## config.mk

```make
export PLATFORM = sky130hd
export DESIGN_NAME = ocp_skip_ctrl
export DESIGN_NICKNAME = d
export VERILOG_FILES = /design/src/rtl/ocp_pkg.sv /design/src/rtl/ocp_blank_timer.sv /design/src/rtl/ocp_skip_tracker.sv /design/src/rtl/ocp_skip_ctrl.sv
export SDC_FILE = /design/constraint.sdc
export NUM_CORES = 1
export LEC_CHECK = 0
export BUFFER_PORTS_ARGS = -buffer_cell sky130_fd_sc_hd__buf_4
export CORE_MARGIN = 10
export CORE_UTILIZATION = 49
export CTS_BUF_LIST = sky130_fd_sc_hd__clkbuf_4
export CTS_CLUSTER_DIAMETER = 50
export DETAILED_ROUTE_END_ITERATION = 12
export PLACE_DENSITY_LB_ADDON = 0.3
export SETUP_SLACK_MARGIN = 0.02
export SLEW_MARGIN = 10
export SYNTH_ARGS = -nofsm -noshare
export SYNTH_HDL_FRONTEND = slang
export SYNTH_SLANG_ARGS = --single-unit
```

## constraint.sdc

```tcl
create_clock -name clk -period 1.7 [get_ports clk]
set_clock_uncertainty 0.2 [all_clocks]
set_input_delay 0.255 -clock clk [delete_from_list [all_inputs] [get_ports clk]]
set_output_delay 0.255 -clock clk [all_outputs]
set_load 0.01 [all_outputs]
```

## src/rtl/ocp_pkg.sv

```systemverilog
package ocp_pkg;
  typedef enum logic [1:0] {
    SW_OFF     = 2'd0,
    SW_BLANK   = 2'd1,
    SW_CONDUCT = 2'd2
  } sw_state_e;
endpackage

```

## src/rtl/ocp_blank_timer.sv

```systemverilog
module ocp_blank_timer #(
  parameter int BLANK_CYC = 4,
  parameter int CNT_W     = 3
) (
  input  logic clk,
  input  logic rst_n,
  input  logic load,
  input  logic run,
  output logic expired
);
  logic [CNT_W-1:0] cnt_q;

  always_ff @(posedge clk or negedge rst_n) begin
    if (!rst_n) begin
      cnt_q <= '0;
    end else if (load) begin
      cnt_q <= CNT_W'(BLANK_CYC);
    end else if (run && cnt_q != '0) begin
      cnt_q <= cnt_q - 1'b1;
    end
  end

  assign expired = (cnt_q == '0);
endmodule

```

## src/rtl/ocp_skip_tracker.sv

```systemverilog
module ocp_skip_tracker #(
  parameter int SKIP_MAX = 7,
  parameter int SKIP_W   = 3
) (
  input  logic              clk,
  input  logic              rst_n,
  input  logic              clr,
  input  logic              bump,
  input  logic              ease,
  input  logic              take,
  output logic [SKIP_W-1:0] level,
  output logic              pending
);
  logic [SKIP_W-1:0] lvl_q, lvl_d, left_q, left_d;

  always_comb begin
    lvl_d  = lvl_q;
    left_d = left_q;
    if (bump) begin
      lvl_d  = (lvl_q == SKIP_W'(SKIP_MAX)) ? lvl_q : lvl_q + 1'b1;
      left_d = lvl_d;
    end else if (ease && lvl_q != '0) begin
      lvl_d = lvl_q - 1'b1;
    end
    if (take && left_q != '0) begin
      left_d = left_q - 1'b1;
    end
    if (clr) begin
      lvl_d  = '0;
      left_d = '0;
    end
  end

  always_ff @(posedge clk or negedge rst_n) begin
    if (!rst_n) begin
      lvl_q  <= '0;
      left_q <= '0;
    end else begin
      lvl_q  <= lvl_d;
      left_q <= left_d;
    end
  end

  assign level   = lvl_q;
  assign pending = (left_q != '0);
endmodule

```

## src/rtl/ocp_skip_ctrl.sv

```systemverilog
module ocp_skip_ctrl
  import ocp_pkg::*;
#(
  parameter int BLANK_CYC = 4,
  parameter int SKIP_MAX  = 7
) (
  input  logic clk,
  input  logic rst_n,
  input  logic cyc_start,
  input  logic ilim_trip,
  input  logic pwm_on,
  input  logic ss_active,
  input  logic in_reg,
  output logic gate_en,
  output logic hiccup_req
);
  localparam int BLK_W  = $clog2(BLANK_CYC + 2);
  localparam int SKIP_W = $clog2(SKIP_MAX + 1);

  sw_state_e         st_q, st_d;
  logic              blank_done, skip_pend;
  logic [SKIP_W-1:0] skip_cnt;
  logic              start_on, take_skip, sample_now;
  logic              over_ev, under_ev, bump_ev, hic_d;

  assign start_on   = cyc_start & ~skip_pend;
  assign take_skip  = cyc_start & skip_pend;
  assign sample_now = ~cyc_start & (st_q == SW_BLANK) & blank_done & pwm_on;
  assign over_ev    = sample_now & ilim_trip;
  assign under_ev   = sample_now & ~ilim_trip;
  assign bump_ev    = over_ev & ss_active;
  assign hic_d      = over_ev & ~ss_active & in_reg;

  ocp_blank_timer #(.BLANK_CYC(BLANK_CYC), .CNT_W(BLK_W)) u_blank (
    .clk     (clk),
    .rst_n   (rst_n),
    .load    (start_on),
    .run     (st_q == SW_BLANK),
    .expired (blank_done)
  );

  ocp_skip_tracker #(.SKIP_MAX(SKIP_MAX), .SKIP_W(SKIP_W)) u_skip (
    .clk     (clk),
    .rst_n   (rst_n),
    .clr     (hic_d),
    .bump    (bump_ev),
    .ease    (under_ev),
    .take    (take_skip),
    .level   (skip_cnt),
    .pending (skip_pend)
  );

  always_comb begin
    st_d = st_q;
    if (cyc_start) begin
      st_d = skip_pend ? SW_OFF : SW_BLANK;
    end else begin
      case (st_q)
        SW_BLANK: begin
          if (!pwm_on)         st_d = SW_OFF;
          else if (blank_done) st_d = ilim_trip ? SW_OFF : SW_CONDUCT;
        end
        SW_CONDUCT: if (!pwm_on) st_d = SW_OFF;
        default: st_d = SW_OFF;
      endcase
    end
  end

  always_ff @(posedge clk or negedge rst_n) begin
    if (!rst_n) begin
      st_q       <= SW_OFF;
      hiccup_req <= 1'b0;
    end else begin
      st_q       <= st_d;
      hiccup_req <= hic_d;
    end
  end

  assign gate_en = (st_q != SW_OFF) & pwm_on;
endmodule

```

=== Yosys cells after proc, flatten, opt, wreduce, memory -nomap -nowiden ===
Index checks and enable logic that the tools add are counted.

* Equality and inequality tests: 5
* Add/sub/neg operators: 4
* Reduce and logical (&&, ||, !) cells: 12
* Bitwise operators: 15
* Muxes and demuxes: 16

{| class="wikitable"
|+ Operators by type and width
! cell !! number
|-
| $mux 3 || 9
|-
| $reduce_bool 3->1 || 5
|-
| $and 1x1->1 || 11
|-
| $mux 2 || 5
|-
| $sub 3x1->3 const B || 3
|-
| $ne 4x4->1 const B || 1
|-
| $not 1->1 || 4
|-
| $pmux 2 s2 || 1
|-
| $reduce_bool 2->1 || 2
|-
| $add 3x1->3 const B || 1
|-
| $eq 3x3->1 const B || 1
|-
| $logic_and 1x1->1 || 3
|-
| $logic_not 3->1 || 1
|-
| $ne 3x3->1 const B || 1
|-
| $eq 2x1->1 const B || 1
|-
| $eq 2x2->1 const B || 1
|-
| $reduce_and 2->1 || 1
|-
| $mux 1 || 1
|}

* Flip-flop bits (word level): 12

=== Logic depth before layout (Yosys ltp) ===
* Depth in word-level cells: 9
* Mapped depth: 7
* Mapped depth without buffers: 6

=== Cells and area by module ===
Synthesis repeated with hierarchy kept, for this count alone.

* Cell total of the unflattened synthesis: 89
* Area total of the unflattened synthesis: 849.6 sq um

{| class="wikitable"
|+ Modules (own cells, without submodules)
! module !! seq. area each (sq um) !! times used !! cells each !! area an instance (sq um)
|-
| ocp_skip_tracker || 150.1 || 1 || 53 || 486.7
|-
| ocp_blank_timer || 75.1 || 1 || 17 || 183.9
|-
| ocp_skip_ctrl || 75.1 || 1 || 19 || 178.9
|}

=== Worst setup path after synthesis ===
No wires, ideal clock.

* Kind: register to register
* Start: register u_blank.cnt_q[0]
* End: register u_skip.lvl_q[1] (netlist: u_skip.level[1])
* Required time: 1,374 ps
* Path buffers: 1
* Data arrival time: 1,530 ps
* Path slack: -156 ps
* Cell stages (with the launch flop): 8
* Clock period less this slack: 1,856 ps
* Cell sequence: dfrtp_1 inv_1 ha_1 nand4bb_1 buf_6 nor4_4 o31ai_1 a221o_1

* Cells in the longest elaborated chain, start to end: 7
* Elaborated cells on any way between the ends: 12
* Classes of those cells: mux (2); bitwise (7); reduce/logical (3)

{| class="wikitable"
|+ Ends and longest elaborated chain
! item !! RTL line !! RTL
|-
| from (decl) || ocp_blank_timer.sv:11 || <nowiki>logic [CNT_W-1:0] cnt_q;</nowiki>
|-
| from (signal assigned) || ocp_blank_timer.sv:17 || <nowiki>cnt_q <= CNT_W'(BLANK_CYC);</nowiki>
|-
| from (signal assigned) || ocp_blank_timer.sv:19 || <nowiki>cnt_q <= cnt_q - 1'b1;</nowiki>
|-
| $logic_not 3->1 (*) || ocp_blank_timer.sv:23 || <nowiki>assign expired = (cnt_q == '0);</nowiki>
|-
| $and 1x1->1 (*) (2 in a row) || ocp_skip_ctrl.sv:28 || <nowiki>assign sample_now = ~cyc_start & (st_q == SW_BLANK) & blank_done & pwm_on;</nowiki>
|-
| $and 1x1->1 || ocp_skip_ctrl.sv:29 || <nowiki>assign over_ev = sample_now & ilim_trip;</nowiki>
|-
| $and 1x1->1 (on tied branches) || ocp_skip_ctrl.sv:32, ocp_skip_ctrl.sv:31 ||
|-
| $and 1x1->1 or $mux 3 (tied branches) || ocp_skip_ctrl.sv:32, ocp_skip_tracker.sv:19 ||
|-
| $reduce_bool 3->1 (no source line) or $mux 3 (tied branches) || -- ||
|-
| to (signal assigned) || ocp_skip_tracker.sv:39 || <nowiki>lvl_q <= lvl_d;</nowiki>
|-
| to (decl) || ocp_skip_tracker.sv:14 || <nowiki>logic [SKIP_W-1:0] lvl_q, lvl_d, left_q, left_d;</nowiki>
|}

Every way passes the cells marked *; elsewhere a longest branch is shown, timed or not.
A chain may end at the register's enable or synchronous reset.

=== Final worst setup path ===
Ends and elaborated chain as after synthesis.

==> impl_metrics.json <==
{
  "clock-root-buffer": "clkbuf_4",
  "critPathRequiredTime_ps": 1650,
  "min_to": "u_skip.left_q[2]",
  "dpl.hpwl_um": 1640,
  "hold_ws_ps": 115,
  "synth_top_area_share_pct": 35.0,
  "worstPathMaxFanout": 7,
  "yosys_warnings": 0,
  "nFillCells": 117,
  "grt_use_total_pct": 12.2,
  "finalSetupTns_ps": -893,
  "period_minus_slack_ps": 1920,
  "area_growth_pct": 47.3,
  "rsz0062_at_grt": "yes",
  "powerDensity_nw_per_um2": 1170,
  "finalCritPeriodShare_pct": 113,
  "cts_made_buffers": 3,
  "synth-seq-cells": 12,
  "synth_edf_count": 0,
  "gp_congestion": 0.852,
  "regArea_um2": 300,
  "io_pins": 9,
  "antenna_found_initial": 0,
  "drive_above_1_share_pct": 43.9,
  "postRouteAntennaNets": 0,
  "via_count": 787,
  "relSlewSlack_pct": 71.6,
  "clkLatencyLatePin_ps": 270,
  "regToRegStartpoint": "u_blank.cnt_q[0]",
  "syn_area_per_cell_um2": 9.97,
  "hold_viol_final": 0,
  "synth_async_sr_flop_share_pct": 100,
  "grt_pass1_vias": 787,
  "cts_buffer_depth": 2,
  "drc": 0,
  "path_class": "reg -> reg",
  "min_from": "cyc_start",
  "finalNetCount": 138,
  "multi_input_area_um2": 616,
  "io_buffers": 8,
  "post-route-worst-setup-slack_ps": -218,
  "grt_pass1_wl_um": 3530,
  "fin_util_pct": 74.7,
  "ir_drop_mv": 1.02,
  "synth.distinct_cells": 42,
  "viasPerCell": 5.62,
  "r2r_setup_slack_ps": -220,
  "wire_per_inst_um": 15.4,
  "drtPass1Iterations": 4,
  "rr_worst_depth": 8,
  "htree_num_levels": 1,
  "report.final.slew_viol_count": 0,
  "yosys-top-cells-area": "dfrtp_1 (35%), ha_1 (10%), inv_1 (3.1%)",
  "fmax_mhz": 522,
  "setup_viol": 6,
  "synth.largest_area_cell": "dfrtp_1",
  "cap_violations": 0,
  "tightest_slew_ps": 415,
  "num_rows": 15,
  "ys.flop_type": "dfrtp_1",
  "wirelength_um": 2160,
  "cts_tree": "done",
  "die_h_um": 61.8,
  "clk_pin_slew_ps": 80,
  "netlist_area_um2": 857,
  "coreArea_um2": 1690,
  "grt_max_degree": 13,
  "drtIter0Drc": 30,
  "syn_nets": 100,
  "overflow": 0,
  "startpoint_type": "register",
  "die_w_um": 61.8,
  "die_area_um2": 3820,
  "p_leak_nw": 0.601,
  "hold_path_class": "in -> reg",
  "ys_seq_area_share_pct": 35.0,
  "worst_ep_arrival_time_ps": 1860,
  "synthesis.instances": 86,
  "clkSinkCount": 12,
  "antenna_cells": 0,
  "start_util_pct": 50.7,
  "critPathCaptureType": "register",
  "outcome": "finished with violations",
  "min_path_cells": 3,
  "rr_endpoint": "u_skip.level[1]",
  "violations": "setup timing"
}
==> placed cells by master (no fill, tap or decap), drive strengths merged, types with 2 or more instances in the layout <==
| cell | netlist | final |
|---|---|---|
| nor2b | 3 | 3 |
| nor4 | 2 | 2 |
| nand2b | 3 | 3 |
| ha | 7 | 7 |
| buf | 1 | 34 |
| xnor2 | 2 | 2 |
| dfrtp | 12 | 12 |
| nor3b | 2 | 2 |
| and3 | 2 | 2 |
| clkbuf | 1 | 3 |
| and2 | 4 | 4 |
| a2111oi | 2 | 2 |
| nor2 | 5 | 5 |
| a211oi | 2 | 2 |
| inv | 7 | 7 |
| nand2 | 6 | 6 |
| xor2 | 2 | 2 |
==> metrics by stage <==
stage          area, um2  cells  setup WS, ps  total power (W)
3_5_place_dp        1130    131          -246          0.00119
2_1_floorplan        895     86         -85.5         0.000912
6_report            1260    140          -218          0.00148
5_1_grt             1260    140          -301          0.00160
3_3_place_gp        1130    131          -151          0.00117
4_1_cts             1210    138          -187          0.00142
==> repair_timing <==
action / 4_1_cts / 5_1_grt
setup endpoints to repair: 6 / 7
endpoints found under the hold margin: 12 / 0
hold buffers: 1 / 0
setup buffers: 2 / 2
resized for setup: 8 / 6
pin swaps: 3 / 6
==> worst max-delay path by stage <==
stage / start / endpoint / slack [ps]
floorplan: u_skip.level[0] / u_skip.level[1] / -90
global placement: u_blank.cnt_q[0] / u_skip.level[1] / -150
detailed placement: u_blank.cnt_q[1] / u_skip.left_q[2] / -250
CTS: u_blank.cnt_q[0] / u_skip.level[0] / -190
global route: u_blank.cnt_q[0] / u_skip.level[1] / -300
finish: u_blank.cnt_q[0] / u_skip.level[1] / -220
==> registers in the layout (all words and copies together) (netlist names) <==
| signal | flops |
|---|---|
| hiccup_req | 1 |
| st_q | 2 |
| u_blank.cnt_q | 3 |
| u_skip.left_q | 3 |
| u_skip.level | 3 |
==> power breakdown <==
group | internal, W | switching [W] | total (W)
Clock | 0.0000848 | 0.0000940 | 0.000179
Sequential | 0.000378 | 0.0000703 | 0.000449
Combinational | 0.000461 | 0.000386 | 0.000848
==> kinds of logic (layout without fill, tap and decap cells) <==
| logic type | after synthesis | count (layout) | synth area share [%] |
|---|---|---|---|
| flops | 12 | 12 | 35.0 |
| mux | 2 | 2 | 2.48 |
| compound gates | 17 | 17 | 17.4 |
| xor+xnor | 4 | 4 | 4.09 |
| buf+inv | 9 | 46 | 4.82 |
| fa+ha+maj | 7 | 7 | 10.2 |
| simple gates | 35 | 35 | 26.0 |
==> metal layers <==
layer | up-vias | track usage (%) | part of all wire, %
li1 | 388 | - | -
met1 | 373 | 15.7 | 49
met2 | 22 | 18.6 | 44
met3 | 4 | 4.67 | 5.7
met4 | 0 | 2.87 | 0.97
met5 | - | 0 | 0
==> cell type report <==
class / count / area share [%]
inverter: 7 / 2.08
timing repair buffer: 35 / 21.6
clock inverter: 1 / 0.297
multi-input combinational: 65 / 48.8
clock buffer: 3 / 1.78
sequential: 12 / 23.8
tap: 17 / 1.68
==> Yosys cell counts (all sizes together) (2+ instances only) <==
library cell / n
nor4: 2
inv: 7
a2111oi: 2
nor2: 5
nor3b: 2
a211oi: 2
nand2: 6
dfrtp: 12
xnor2: 2
and3: 2
xor2: 2
nor2b: 3
and2: 4
nand2b: 3
ha: 7
==> critical path, cell delays in order, from the launching register on <==
cell	delay [ps]
dfrtp_1	390
inv_2	80
ha_4	120
nand4bb_1	150
buf_6	180
nor4_4	150
buf_4	160
o31ai_2	50
a221o_1	310
Note: power is estimated with default switching activity, not from simulation.
